==> config.mk <==
export PLATFORM = sky130hd
export DESIGN_NAME = dma_page_ext
export DESIGN_NICKNAME = d
export VERILOG_FILES = /design/src/rtl/dma_page_pkg.sv /design/src/rtl/page_regs.sv /design/src/rtl/chan_track.sv /design/src/rtl/mem_bridge.sv /design/src/rtl/dma_page_ext.sv
export SDC_FILE = /design/constraint.sdc
export NUM_CORES = 1
export LEC_CHECK = 0
export BUFFER_PORTS_ARGS = -buffer_cell sky130_fd_sc_hd__buf_4
export CORE_ASPECT_RATIO = 1.5
export CORE_MARGIN = 3
export CORE_UTILIZATION = 35
export DETAILED_ROUTE_END_ITERATION = 10
export HOLD_SLACK_MARGIN = 0.08
export SLEW_MARGIN = 25
export SYNTH_ARGS = -nofsm -noshare
export SYNTH_HDL_FRONTEND = slang
export SYNTH_SLANG_ARGS = --single-unit
export TNS_END_PERCENT = 5
==> constraint.sdc <==
create_clock -name clk -period 3.62 [get_ports clk]
set_input_delay 0.724 -clock clk [delete_from_list [all_inputs] [get_ports clk]]
set_output_delay 0.724 -clock clk [all_outputs]
set_load 0.005 [all_outputs]
==> src/rtl/dma_page_pkg.sv <==
package dma_page_pkg;
  typedef enum logic [1:0] {
    BR_IDLE = 2'd0,
    BR_WAIT = 2'd1,
    BR_DONE = 2'd2
  } br_state_t;
endpackage

==> src/rtl/page_regs.sv <==
module page_regs #(
  parameter int CH       = 4,
  parameter int PAGE_W   = 8,
  parameter int PB_AW    = 9,
  parameter int PB_DW    = 16,
  parameter int REG_BASE = 'h80,
  localparam int CH_W    = (CH > 1) ? $clog2(CH) : 1
) (
  input  logic              clk,
  input  logic              rst,
  input  logic              sel,
  input  logic              wr,
  input  logic [PB_AW-1:0]  addr,
  input  logic [PB_DW-1:0]  wdata,
  input  logic [1:0]        be,
  input  logic [CH_W-1:0]   dma_ch,
  output logic              hit,
  output logic [PAGE_W-1:0] rd_byte,
  output logic [PAGE_W-1:0] dma_page
);
  logic [CH-1:0][PAGE_W-1:0] pg;
  logic [PB_AW-1:0]          rel;
  logic [CH_W-1:0]           idx;

  assign rel = addr - PB_AW'(REG_BASE);
  assign hit = sel && (addr >= PB_AW'(REG_BASE)) && (rel < PB_AW'(CH));
  assign idx = rel[CH_W-1:0];

  always_ff @(posedge clk) begin
    if (rst) begin
      pg <= '0;
    end else if (hit && wr && be[0]) begin
      pg[idx] <= wdata[PAGE_W-1:0];
    end
  end

  assign rd_byte  = pg[idx];
  assign dma_page = pg[dma_ch];


  lane_off_write_chk: assert property (@(posedge clk) disable iff (rst)
    (sel && wr && !be[0]) |=> $stable(pg));
endmodule

==> src/rtl/chan_track.sv <==
module chan_track #(
  parameter int CH   = 4,
  localparam int CH_W = (CH > 1) ? $clog2(CH) : 1
) (
  input  logic            clk,
  input  logic            rst,
  input  logic [CH-1:0]   dack_n,
  output logic            own_vld,
  output logic [CH_W-1:0] own_ch
);
  logic [CH-1:0]   prev_n;
  logic [CH-1:0]   fall;
  logic [CH-1:0]   rise;
  logic [CH_W-1:0] low_fall;

  assign fall = prev_n & ~dack_n;
  assign rise = ~prev_n & dack_n;

  always_comb begin
    low_fall = '0;
    for (int i = CH - 1; i >= 0; i--) begin
      if (fall[i]) low_fall = CH_W'(i);
    end
  end

  always_ff @(posedge clk) begin
    if (rst) begin
      prev_n  <= '1;
      own_vld <= 1'b0;
      own_ch  <= '0;
    end else begin
      prev_n <= dack_n;
      if (|fall) begin
        own_vld <= 1'b1;
        own_ch  <= low_fall;
      end else if (own_vld && rise[own_ch]) begin
        own_vld <= 1'b0;
      end
    end
  end


  lowest_fall_chk: assert property (@(posedge clk) disable iff (rst)
    (prev_n[0] && !dack_n[0]) |=> (own_vld && own_ch == '0));

  other_release_chk: assert property (@(posedge clk) disable iff (rst)
    (own_vld && fall == '0 && rise != '0 && !rise[own_ch]) |=> (own_vld && $stable(own_ch)));
endmodule

==> src/rtl/mem_bridge.sv <==
module mem_bridge
  import dma_page_pkg::*;
#(
  parameter int PAGE_W = 8,
  parameter int CA_W   = 16,
  parameter int DW     = 8,
  localparam int MA_W  = PAGE_W + CA_W
) (
  input  logic              clk,
  input  logic              rst,
  input  logic              own_vld,
  input  logic [PAGE_W-1:0] page,
  input  logic              rd_stb,
  input  logic              wr_stb,
  input  logic [CA_W-1:0]   c_addr,
  input  logic [DW-1:0]     c_wdata,
  output logic [DW-1:0]     c_rdata,
  output logic              c_rdy,
  output logic              m_req,
  output logic              m_we,
  output logic [MA_W-1:0]   m_addr,
  output logic [DW-1:0]     m_wdata,
  input  logic [DW-1:0]     m_rdata,
  input  logic              m_rdy
);
  br_state_t st;

  always_ff @(posedge clk) begin
    if (rst) begin
      st      <= BR_IDLE;
      c_rdata <= '1;
      c_rdy   <= 1'b0;
      m_req   <= 1'b0;
      m_we    <= 1'b0;
      m_addr  <= '0;
      m_wdata <= '0;
    end else begin
      unique case (st)
        BR_IDLE: begin
          c_rdy <= 1'b0;
          if (rd_stb || wr_stb) begin
            if (own_vld) begin
              m_req   <= 1'b1;
              m_we    <= wr_stb;
              m_addr  <= {page, c_addr};
              m_wdata <= c_wdata;
              st      <= BR_WAIT;
            end else begin
              c_rdata <= '1;
              c_rdy   <= 1'b1;
              st      <= BR_DONE;
            end
          end
        end
        BR_WAIT: begin
          if (m_rdy) begin
            m_req <= 1'b0;
            m_we  <= 1'b0;
            if (!m_we) c_rdata <= m_rdata;
            c_rdy <= 1'b1;
            st    <= BR_DONE;
          end
        end
        BR_DONE: begin
          c_rdy <= 1'b0;
          if (!rd_stb && !wr_stb) st <= BR_IDLE;
        end
        default: st <= BR_IDLE;
      endcase
    end
  end


  req_hold_chk: assert property (@(posedge clk) disable iff (rst)
    (m_req && !m_rdy) |=> (m_req && $stable(m_addr)));

  rdy_pulse_chk: assert property (@(posedge clk) disable iff (rst)
    c_rdy |=> !c_rdy);

  no_owner_chk: assert property (@(posedge clk) disable iff (rst)
    (st == BR_IDLE && (rd_stb || wr_stb) && !own_vld) |=> (!m_req && c_rdy));
endmodule

==> src/rtl/dma_page_ext.sv <==
module dma_page_ext #(
  parameter int CH       = 4,
  parameter int PAGE_W   = 8,
  parameter int CA_W     = 16,
  parameter int DW       = 8,
  parameter int PB_AW    = 9,
  parameter int PB_DW    = 16,
  parameter int REG_BASE = 'h80,
  parameter int CTL_SPAN = 16,
  localparam int CH_W    = (CH > 1) ? $clog2(CH) : 1,
  localparam int CTL_AW  = $clog2(CTL_SPAN),
  localparam int MA_W    = PAGE_W + CA_W
) (
  input  logic              clk,
  input  logic              rst,
  input  logic              pb_sel,
  input  logic              pb_wr,
  input  logic [PB_AW-1:0]  pb_addr,
  input  logic [PB_DW-1:0]  pb_wdata,
  input  logic [1:0]        pb_be,
  output logic [PB_DW-1:0]  pb_rdata,
  output logic              dc_cs,
  output logic              dc_wr,
  output logic [CTL_AW-1:0] dc_addr,
  output logic [DW-1:0]     dc_wdata,
  input  logic [DW-1:0]     dc_rdata,
  input  logic [CH-1:0]     dack_n,
  input  logic              dc_hrq,
  output logic              cpu_halt,
  input  logic              dc_memr,
  input  logic              dc_memw,
  input  logic [CA_W-1:0]   dc_maddr,
  input  logic [DW-1:0]     dc_mwdata,
  output logic [DW-1:0]     dc_mrdata,
  output logic              dc_mrdy,
  output logic              mem_req,
  output logic              mem_we,
  output logic [MA_W-1:0]   mem_addr,
  output logic [DW-1:0]     mem_wdata,
  input  logic [DW-1:0]     mem_rdata,
  input  logic              mem_rdy
);
  logic              reg_hit;
  logic [PAGE_W-1:0] reg_byte;
  logic [PAGE_W-1:0] cur_page;
  logic              own_vld;
  logic [CH_W-1:0]   own_ch;
  logic              ctl_hit;

  page_regs #(
    .CH(CH), .PAGE_W(PAGE_W), .PB_AW(PB_AW), .PB_DW(PB_DW), .REG_BASE(REG_BASE)
  ) u_regs (
    .clk(clk), .rst(rst), .sel(pb_sel), .wr(pb_wr), .addr(pb_addr),
    .wdata(pb_wdata), .be(pb_be), .dma_ch(own_ch),
    .hit(reg_hit), .rd_byte(reg_byte), .dma_page(cur_page)
  );

  chan_track #(.CH(CH)) u_track (
    .clk(clk), .rst(rst), .dack_n(dack_n), .own_vld(own_vld), .own_ch(own_ch)
  );

  mem_bridge #(.PAGE_W(PAGE_W), .CA_W(CA_W), .DW(DW)) u_bridge (
    .clk(clk), .rst(rst), .own_vld(own_vld), .page(cur_page),
    .rd_stb(dc_memr), .wr_stb(dc_memw), .c_addr(dc_maddr), .c_wdata(dc_mwdata),
    .c_rdata(dc_mrdata), .c_rdy(dc_mrdy),
    .m_req(mem_req), .m_we(mem_we), .m_addr(mem_addr), .m_wdata(mem_wdata),
    .m_rdata(mem_rdata), .m_rdy(mem_rdy)
  );

  assign ctl_hit  = pb_sel && (pb_addr < PB_AW'(CTL_SPAN));
  assign dc_cs    = ctl_hit && pb_be[0];
  assign dc_wr    = pb_wr;
  assign dc_addr  = pb_addr[CTL_AW-1:0];
  assign dc_wdata = pb_wdata[DW-1:0];

  always_ff @(posedge clk) begin
    if (rst) begin
      pb_rdata <= '1;
      cpu_halt <= 1'b0;
    end else begin
      cpu_halt <= dc_hrq;
      if (pb_sel && !pb_wr) begin
        if (ctl_hit && pb_be[0])      pb_rdata <= PB_DW'(dc_rdata);
        else if (reg_hit && pb_be[0]) pb_rdata <= PB_DW'(reg_byte);
        else                          pb_rdata <= '1;
      end
    end
  end


  lane_off_read_chk: assert property (@(posedge clk) disable iff (rst)
    (pb_sel && !pb_wr && !pb_be[0]) |=> (pb_rdata == '1));

  halt_on_chk: assert property (@(posedge clk) disable iff (rst)
    dc_hrq |=> cpu_halt);

  halt_off_chk: assert property (@(posedge clk) disable iff (rst)
    !dc_hrq |=> !cpu_halt);
endmodule

Yosys cells after proc, flatten, opt, wreduce, memory -nomap -nowiden
Cells that the tools add are included.
{"block": "totals", "ff_bits": 101, "output_inout_bits": 74, "wordCells": 98}
{"block": "classes", "addsub": 1, "n_lt_le_gt_ge": 6, "n_eq_ne": 8, "mux": 38, "n_bitwise": 4, "n_reduce_logical": 25}
{"cell": "two-way mux 8 bit", "n": 7}
{"cell": "binary-select mux 8 bit (select 2 bit)", "n": 2}
{"cell": "bitwise mux 32 bit", "n": 1}
{"cell": "two-way mux 16 bit", "n": 2}
{"cell": "demux 8 bit (select 2 bit)", "n": 1}
{"cell": "two-way mux 2 bit", "n": 8}
{"cell": "one-hot mux 8 bit (2 select lines)", "n": 1}
{"cell": "logical AND 1 bit", "n": 11}
{"cell": "two-way mux 1 bit", "n": 11}
{"cell": "greater-or-equal comparator 9 x 8 -> 1 bit (second input constant)", "n": 1}
{"cell": "< comparator 9 x 3 -> 1 bit (second input constant)", "n": 1}
{"cell": "< comparator 9 x 5 -> 1 bit (second input constant)", "n": 1}
{"cell": "subtractor 9 x 8 -> 9 bit (second input constant)", "n": 1}
{"cell": "bitwise AND 4 bit", "n": 2}
{"cell": "inequality test 2 bit (second input constant)", "n": 4}
{"cell": "inverter 4 bit", "n": 2}
{"cell": "< comparator 2 x 3 -> 1 bit (second input constant)", "n": 2}
{"cell": "one-hot mux 2 bit (3 select lines)", "n": 1}
{"cell": "AND reduction 3 bit", "n": 2}
{"cell": "AND reduction 5 bit", "n": 1}
{"cell": "inequality test 2 x 1 -> 1 bit (second input constant)", "n": 2}
{"cell": "one-hot mux 1 bit (2 select lines)", "n": 2}
{"cell": "AND reduction 4 bit", "n": 1}
{"cell": "nonzero test 2 bit", "n": 2}
{"cell": "other kinds (11)", "n": 13}

Logic depth before layout (Yosys ltp)
Gate-level depths: netlist of the first run.
{"block": "logic_depth", "depth_word": 7, "depth_mapped": 8, "depth_no_buf": 6}

Hierarchy
From an unflattened synthesis of the first run, not the netlist that was laid out.
{"block": "hier_totals", "hier_cells": 464, "area_unflattened_um2": 4519.3}
{"mod": "mem_bridge", "n_inst": 1, "cells_each": 215, "area_each_um2": 1850.5, "seq_area_each_um2": 900.9}
{"mod": "page_regs", "n_inst": 1, "cells_each": 142, "area_each_um2": 1731.7, "seq_area_each_um2": 640.6}
{"mod": "dma_page_ext", "n_inst": 1, "cells_each": 76, "area_each_um2": 629.4, "seq_area_each_um2": 200.2}
{"mod": "chan_track", "n_inst": 1, "cells_each": 31, "area_each_um2": 307.8, "seq_area_each_um2": 140.1}

Worst setup path before layout of the first run
OpenSTA, ideal clock, no wires.
{"block": "synth_timing", "kind": "input port to output port", "start": "in pb_addr[8]", "end": "out dc_cs", "arrival_ns": 1.488, "t_required_ns": 2.896, "path_slack_ns": 1.408, "stages": 3, "path_buffers": 0, "path_cell_list": "nor4b_4 > nand3b_2 > inv_1"}
{"block": "synth_between", "elab_chain_cells": 3}
{"element": "start: declaration", "line": "dma_page_ext.sv:18", "text": "input logic [PB_AW-1:0] pb_addr,"}
{"element": "< comparator 9 x 5 -> 1 bit", "line": "dma_page_ext.sv:70", "text": "assign ctl_hit = pb_sel && (pb_addr < PB_AW'(CTL_SPAN));"}
{"element": "logical AND 1 bit", "line": "dma_page_ext.sv:70"}
{"element": "logical AND 1 bit", "line": "dma_page_ext.sv:71", "text": "assign dc_cs = ctl_hit && pb_be[0];"}
{"element": "end: declaration", "line": "dma_page_ext.sv:22", "text": "output logic dc_cs,"}
No other way between the ends.

Worst setup path after layout of the first run
Same ends and word-level chain as after synthesis.

==> results of run 1 <==
power breakdown:
group / leakage, nW / internal [W] / total (W) / switching, W
Clock: 0.156 / 0.000629 / 0.00103 / 0.000400
Combinational: 1.56 / 0.000183 / 0.000374 / 0.000191
Sequential: 0.765 / 0.00108 / 0.00111 / 0.0000343
registers in the layout (all words and copies together), names as in the netlist:
| register | cells |
|---|---|
| u_track.own_vld | 1 |
| u_bridge.c_rdy | 1 |
| u_bridge.m_addr | 24 |
| u_bridge.m_wdata | 8 |
| u_regs.pg | 32 |
| cpu_halt | 1 |
| u_bridge.c_rdata | 8 |
| u_track.own_ch | 2 |
| u_track.prev_n | 4 |
| u_bridge.m_req | 1 |
| pb_rdata | 9 |
| u_bridge.st | 2 |
| u_bridge.m_we | 1 |
worst reg2reg max path, stage by stage (launching register included):
cell	delay, ps
dfxtp_1	330
inv_1	100
ha_1	450
nor2_1	130
a21oi_1	540
a21oi_1	160
o21bai_1	160
synth_stat cells (2+ instances only):
cell      count  area [um2]
dfxtp_1      94        1880
o221ai_1      8        70.1
o21ai_0       3        15.0
nand2b_1      6        37.5
buf_2         7        35.0
nand2_1      73         274
and3_1        2        12.5
nand4_2       3        37.5
ha_1          4        50.1
buf_4        20         150
inv_1        10        37.5
mux2i_1      32         320
and3b_1       2        17.5
nor2b_1       4        25.0
mux4_2       16         360
nor3b_1       2        15.0
or2_2         4        25.0
nor2_1       41         154
nor4b_1       8        70.1
a21oi_1      57         285
o21bai_1      9        67.6
clkbuf_1     20        75.1
nand3_1       2        10.0
cells by family (layout without fill, tap and decap cells):
kind of cell / count (synthesis) / after routing
flip-flops: 94 / 94
multiplexers: 49 / 49
AO/OA/AOI/OAI: 88 / 88
adder cells (fa/ha/maj): 4 / 4
buffers and inverters: 59 / 171
AND/OR/NAND/NOR: 156 / 156
routing by layer:
| layer | global-route usage | part of all wire | vias up |
|---|---|---|---|
| met5 | 0 | 0 | - |
| met4 | 0.0787 | 0.025 | 0 |
| met3 | 0.0267 | 0.069 | 13 |
| met2 | 0.290 | 0.52 | 112 |
| met1 | 0.184 | 0.38 | 1692 |
| li1 | - | - | 1761 |
metrics by stage:
stage | cells | total power [W] | worst slack, ps
floorplan | 450 | 0.00134 | 1410
global placement | 696 | 0.00150 | 1070
detailed placement | 696 | 0.00152 | 1030
CTS | 712 | 0.00255 | 1040
global route | 712 | 0.00264 | 910
finish | 712 | 0.00252 | 1050
worst max-delay path by stage:
stage / cells past startpoint / endpoint / slack [ps] / startpoint
after global placement: 5 / dc_cs / 1070 / pb_addr[8]
after global routing: 5 / dc_cs / 910 / pb_addr[8]
after CTS: 5 / dc_cs / 1040 / pb_addr[8]
after detailed placement: 5 / dc_cs / 1030 / pb_addr[8]
final: 5 / dc_cs / 1050 / pb_addr[8]
after floorplan: 3 / dc_cs / 1410 / pb_addr[8]
layout make-up:
type / instances / area [um2] / share of cell area
clock buffer: 10 / 239 / 0.0429
multi-input combinational: 297 / 2040 / 0.367
tap: 150 / 188 / 0.0337
sequential: 94 / 1880 / 0.338
clock inverter: 6 / 92.6 / 0.0166
timing repair buffer: 145 / 1090 / 0.195
inverter: 10 / 37.5 / 0.00674
==> reports/qor.csv, run 1 <==
stage,metric,value,unit
status,status,completed,
power,vdd_drop_max,0.224,mV
detailed_routing,viasPerCell,5.03,
worst_setup_path,reg2reg_to,u_bridge.c_rdata[6]$_SDFFE_PP1P_,
synth,synthFlopType,dfxtp_1,
worst_setup_path,startpoint_type,primary input,
worst_hold_path,hp-class,flop to flop,
synth,async_reset_ff_frac,0,
clock_tree,cts_num_sinks,94,
timing,setup_viol,0,
detailed_routing,drc,0,
global_route,grt-ovfl-total,0,
timing,rsz0062_at_grt,no,
power,leakage,2.48,nW
placed_design,place_area,0.00524,mm2
clock_tree,root_buffer,clkbuf_16,
synth,ys_ff_latch,94,
floorplan,row_count,48,
clock_tree,postCtsHoldBufs,0,
floorplan,ios,153,
global_route,antenna_found_initial,0,
synth,avgSynthCellArea,9.42,um2
timing,min_period,2570,ps
worst_setup_path,cp_slowest_cell,nor4b_4,
worst_setup_path,crit_path_cell_trace,"buf_4, nor4b_4, nand3b_2, inv_1, buf_4",
detailed_routing,drtAntennaViolNets,0,
worst_setup_path,crit_type,primary input to output port,
timing,tightest_slew,910,ps
final_layout,stdcell_area,0.00557,mm2
clock_tree,cts_tree,yes,
synth,synthSimpleGateAreaFrac,0.183,
clock_tree,post_cts_buffers,0,
synth,muxShareOfSynthArea,0.163,
worst_setup_path,r2r_setup_slack,1680,ps
synth,ys_seq_area_frac,0.444,
worst_setup_path,critical_path.top_delay_family,simple AND/OR/NAND/NOR gates,
timing,maxSlewViolCount,0,
timing,clock.fmax,390,MHz
worst_hold_path,hp-start,u_bridge.m_addr[18]$_SDFFE_PP0P_,
detailed_routing,drt-initial-drc-count,105,
clock_tree,cts_resized,0,
clock_tree,cts_max_level,3,
final_layout,drive_above_1_share,0.335,
synth,synth_top_family_by_area,simple AND/OR/NAND/NOR gates,
worst_setup_path,regToRegStartpoint,u_bridge.st[1]$_SDFFE_PP0P_,
worst_setup_path,worstPathArrival,1840,ps
synth,synth_warnings,0,
final_layout,antenna_cells,0,
synth,synth-compound-area-share,0.124,
worst_hold_path,holdPathEnd,u_bridge.m_addr[18]$_SDFFE_PP0P_,
global_route,grt_util_all_layers,0.163,
timing,maxSlewHeadroom,0.393,
timing,fin_crit_sh,0.709,
timing,worst_clock_skew,7.36,ps
synth,ys_types,46,
final_layout,final_common_cell,buf_4,
final_layout,layout_common_cells,"145 x buf_4, 94 x dfxtp_1, 73 x nand2_1",
worst_setup_path,path_common_cell,buf_4,
timing,finalHoldWorstSlack,456,ps
clock_tree,clkLatencyLatePin,340,ps
floorplan,dieArea,0.0135,mm2
job,drv_cap,0,
global_route,grt_pass1_vias,3464,
floorplan,start_util,0.364,
worst_setup_path,cp.required,2900,ps
synth,synth-edff-count,0,
timing,tns,0,ps
global_route,grt_max_degree,94,
synth,syn-cell-area,0.00424,mm2
global_route,grt_pass1_wl,17200,um
floorplan,core-area,0.0117,mm2
placed_design,hpwl,7960,um
clock_tree,clk_pin_slew,60,ps
synth,syn-num-nets,533,
floorplan,fp.dieW,95.8,um
placed_design,numPortBuffers,143,
clock_tree,cts_buffers,9,
final_layout,nets,640,
worst_hold_path,holdPathStages,2,
detailed_routing,drt_pass1_iterations,5,
clock_tree,clock_path_buffers,2,
detailed_routing,wl,11000,um
detailed_routing,num_vias,3578,
power,power_density,452,mW/mm2
synth,synthXorXnorAreaFrac,0,
floorplan,die_y,141,um
final_layout,area_growth,31.4,%
synth,synth_fa_ha_area_frac,0.0118,
worst_setup_path,endpoint_kind,output port,
worst_setup_path,worstPathMaxFanout,10,
final_layout,final_util,0.478,
worst_setup_path,crit_buf_inv,3,
synth,postSynthCellCount,450,
worst_setup_path,max_stage_delay,470,ps
detailed_routing,wl_per_cell,15.5,um
worst_setup_path,r2r_cells,6,
timing,hold_violations,0,
placed_design,gp_congestion,0.795,
final_layout,nFillCells,1136,
No activity file was read; power rests on OpenSTA's default activity.
==> run 2, diff against run 1 <==
Settings changed: ABC_AREA from default to 1.
Clock period 3.62 ns to 2.4 ns, I/O delays scaled along.
==> run 2 against run 1 <==
Net effect: register-to-register slack worse by 1200 ps; worst setup slack got worse by 550 ps; critical path depth up 3; combinational power is 140% higher; die area grew 4.5%; synthesized area increased by 4.7%; via count rose by 23%; sequential power is 62% higher; final cell count increased by 29%; power up 60%.
==> reports/qor.csv, run 2 <==
stage,metric,value,unit,change
status,status,completed,,
floorplan,ios,153,,unchanged
synth,ys_seq_area_frac,0.424,,-0.0200
timing,min_period,1900,ps,
detailed_routing,drc,0,,unchanged
synth,synth_top_area_frac,0.424,,-0.0200
worst_setup_path,regToRegStartpoint,u_bridge.st[1]$_SDFFE_PP0P_,,
worst_hold_path,holdPathEnd,u_track.prev_n[3]$_SDFF_PP1_,,
detailed_routing,viasPerCell,4.82,,-4.1%
worst_hold_path,hp-class,primary input to flop,,
synth,synth-edff-count,0,,unchanged
final_layout,reg.largest.list,"u_regs.pg x32, u_bridge.m_addr x24, pb_rdata x9",,
timing,tns,0,ps,unchanged
synth,syn-cell-area,0.00444,mm2,+4.7%
worst_setup_path,worstPathArrival,2100,ps,+260 ps
detailed_routing,drt_pass1_iterations,5,,unchanged
synth,ys_types,24,,-48%
synth,synthMostInstantiatedCell,nor2_1,,
detailed_routing,num_vias,4415,,+23%
clock_tree,clock_path_buffers,2,,unchanged
final_layout,final_util,0.471,,-0.00686
worst_setup_path,worstPathMaxFanout,11,,+1
detailed_routing,wl,12300,um,+12%
final_layout,largest_reg_flops,32,,unchanged
synth,ys_top_cells_by_area,"dfxtp_1 42%, nor2_1 11%, nand2_1 11%",,
global_route,grt_pass1_wl,20100,um,+17%
floorplan,core-area,0.0122,mm2,+4.7%
clock_tree,cts_resized,0,,unchanged
placed_design,gp_congestion,0.835,,+5.1%
synth,syn-num-nets,726,,+36%
timing,fin_crit_sh,0.790,,
clock_tree,post_cts_buffers,0,,unchanged
final_layout,nFillCells,1242,,+9.3%
timing,tightest_slew,626,ps,-284 ps
worst_setup_path,cp.required,2600,ps,-300 ps
clock_tree,cts_buffers,9,,unchanged
final_layout,regMostFlops,u_regs.pg,,
worst_setup_path,cp_slowest_cell,dfxtp_1,,
power,vdd_drop_max,0.442,mV,+97%
timing,maxSlewHeadroom,0.582,,+0.189
worst_setup_path,r2r_setup_slack,500,ps,-1180 ps
worst_setup_path,crit_path_cell_trace,"inv_1, ha_1, inv_1, nor2_1, nor2_1, nand2_1, nand2_1, nand3_1",,
timing,setup_viol,0,,unchanged
final_layout,nets,841,,+31%
synth,synthFlopType,dfxtp_1,,
worst_setup_path,startpoint_type,flop,,
floorplan,die_y,144,um,+2.2%
global_route,grt_util_all_layers,0.175,,+0.0123
detailed_routing,drtAntennaViolNets,0,,unchanged
detailed_routing,wl_per_cell,13.4,um,-13%
clock_tree,clk_pin_slew,70,ps,about the same
synth,async_reset_ff_frac,0,,unchanged
placed_design,hpwl,8800,um,+11%
clock_tree,clkLatencyLatePin,340,ps,about the same
job,drv_cap,0,,unchanged
synth,synth_warnings,0,,unchanged
worst_hold_path,hp-start,dack_n[3],,
detailed_routing,drt-initial-drc-count,214,,+100%
global_route,grt_pass1_vias,4258,,+23%
global_route,grt-ovfl-total,0,,unchanged
timing,maxSlewViolCount,0,,unchanged
placed_design,numPortBuffers,143,,unchanged
power,leakage,2.90,nW,+17%
synth,synthTopCellsByCount,"135 x nor2_1, 129 x nand2_1, 94 x dfxtp_1, 72 x inv_1, 63 x o21ai_0",,
final_layout,layout_common_cells,"149 x buf_4, 134 x nor2_1, 129 x nand2_1",,
clock_tree,cts_tree,yes,,
power,power,0.00401,W,+60%
synth,synth_area_leader_cell,dfxtp_1,,
worst_setup_path,reg2reg_to,u_bridge.c_rdata[4]$_SDFFE_PP1P_,,
timing,hold_violations,0,,unchanged
floorplan,row_count,49,,+2.1%
timing,clock.fmax,528,MHz,
synth,ys_ff_latch,94,,unchanged
global_route,antenna_found_initial,0,,unchanged
clock_tree,cts_num_sinks,94,,unchanged
worst_setup_path,r2r_cells,8,,+2
timing,worst_clock_skew,8.48,ps,+1.12 ps
worst_setup_path,max_stage_delay,360,ps,-110 ps
worst_setup_path,endpoint_kind,flop,,
power,power_density,698,mW/mm2,+55%
worst_setup_path,crit_type,flop to flop,,
clock_tree,root_buffer,clkbuf_16,,
final_layout,antenna_cells,0,,unchanged
floorplan,fp.dieW,97.9,um,+2.2%
final_layout,drive_above_1_share,0.237,,-0.0973
synth,postSynthCellCount,643,,+43%
final_layout,layoutNonFillerInstCount,916,,+29%
placed_design,dpl.cell_count,900,,+29%
floorplan,start_util,0.364,,about the same
synth,avgSynthCellArea,6.90,um2,-27%
final_layout,area_growth,29.5,%,
worst_hold_path,holdPathStages,3,,+1
floorplan,dieArea,0.0141,mm2,+4.5%
timing,rsz0062_at_grt,no,,
clock_tree,cts_max_level,3,,unchanged
clock_tree,postCtsHoldBufs,0,,unchanged
final_layout,final_common_cell,buf_4,,
global_route,grt_max_degree,40,,-57%
==> run 2: cell count changes in the layout (fill, tap and decap cells not counted), sizes merged, moves of 8 or more <==
cell    change
nor2       +98
inv        +65
o21ai      +62
nand2      +56
mux2i      -32
a21oi      -24
nand3      +18
mux4       -16
o22ai      +16
nor4b       -9
o21bai      -9
o211ai      +8
o221ai      -8
==> run 2: kinds of logic (layout without fill, tap and decap cells) <==
kind of cell               Yosys count  count (layout)  share of synthesized area
buffers and inverters              124             244                      0.131
DFF                                 94              94                      0.424
and+or+nand+nor                    298             298                      0.286
adders and majority gates            4               4                     0.0113
AOI/OAI and AO/OA                  123             123                      0.148
==> run 2: per-stage QoR <==
| step | setup slack (ps) | instance area [um2] | hold slack, ps |
|---|---|---|---|
| 2_1_floorplan | 920 | 4440 | 455 |
| 3_3_place_gp | 610 | 5480 | 458 |
| 3_5_place_dp | 521 | 5480 | 457 |
| 4_1_cts | 519 | 5750 | 322 |
| 5_1_grt | 283 | 5750 | 336 |
| 6_report | 504 | 5750 | 335 |
==> run 2: how the worst max path moves through the flow <==
stage | from | end | slack [ps] | cells past startpoint
after CTS | u_bridge.st[1]$_SDFFE_PP0P_ | u_bridge.c_rdata[4]$_SDFFE_PP1P_ | 520 | 8
after global routing | u_bridge.st[1]$_SDFFE_PP0P_ | u_bridge.c_rdata[1]$_SDFFE_PP1P_ | 280 | 8
final | u_bridge.st[1]$_SDFFE_PP0P_ | u_bridge.c_rdata[4]$_SDFFE_PP1P_ | 500 | 8
after floorplan | pb_sel | dc_cs | 920 | 6
after global placement | pb_sel | dc_cs | 610 | 8
after detailed placement | u_bridge.st[1]$_SDFFE_PP0P_ | u_bridge.c_rdata[4]$_SDFFE_PP1P_ | 520 | 8
==> run 2: where the power goes <==
group,switching (W),internal (W)
registers,0.0000860,0.00172
logic,0.000470,0.000425
clock network,0.000611,0.000703
==> run 2: area by class of cell <==
class                   instances  area (um2)  share of cell area
multi-input cells             425        1980               0.344
flip-flops and latches         94        1880               0.327
repair buffers                150        1140               0.198
inverters                      78         293              0.0509
clock buffers                  11         233              0.0405
well taps                     153         191              0.0333
clock inverters                 5        36.3             0.00631
==> run 2: worst max-delay path, delay by kind of cell (launching register included) <==
| family | cells | cell delay (ps) |
|---|---|---|
| and+or+nand+nor | 5 | 850 |
| buffers and inverters | 2 | 330 |
| adders and majority gates | 1 | 220 |
| DFF | 1 | 360 |
==> run 2: metal layers <==
layer / part of all wire / track usage
met1: 0.41 / 0.195
met2: 0.48 / 0.300
met3: 0.079 / 0.0588
met4: 0.033 / 0.0832
met5: 0 / 0
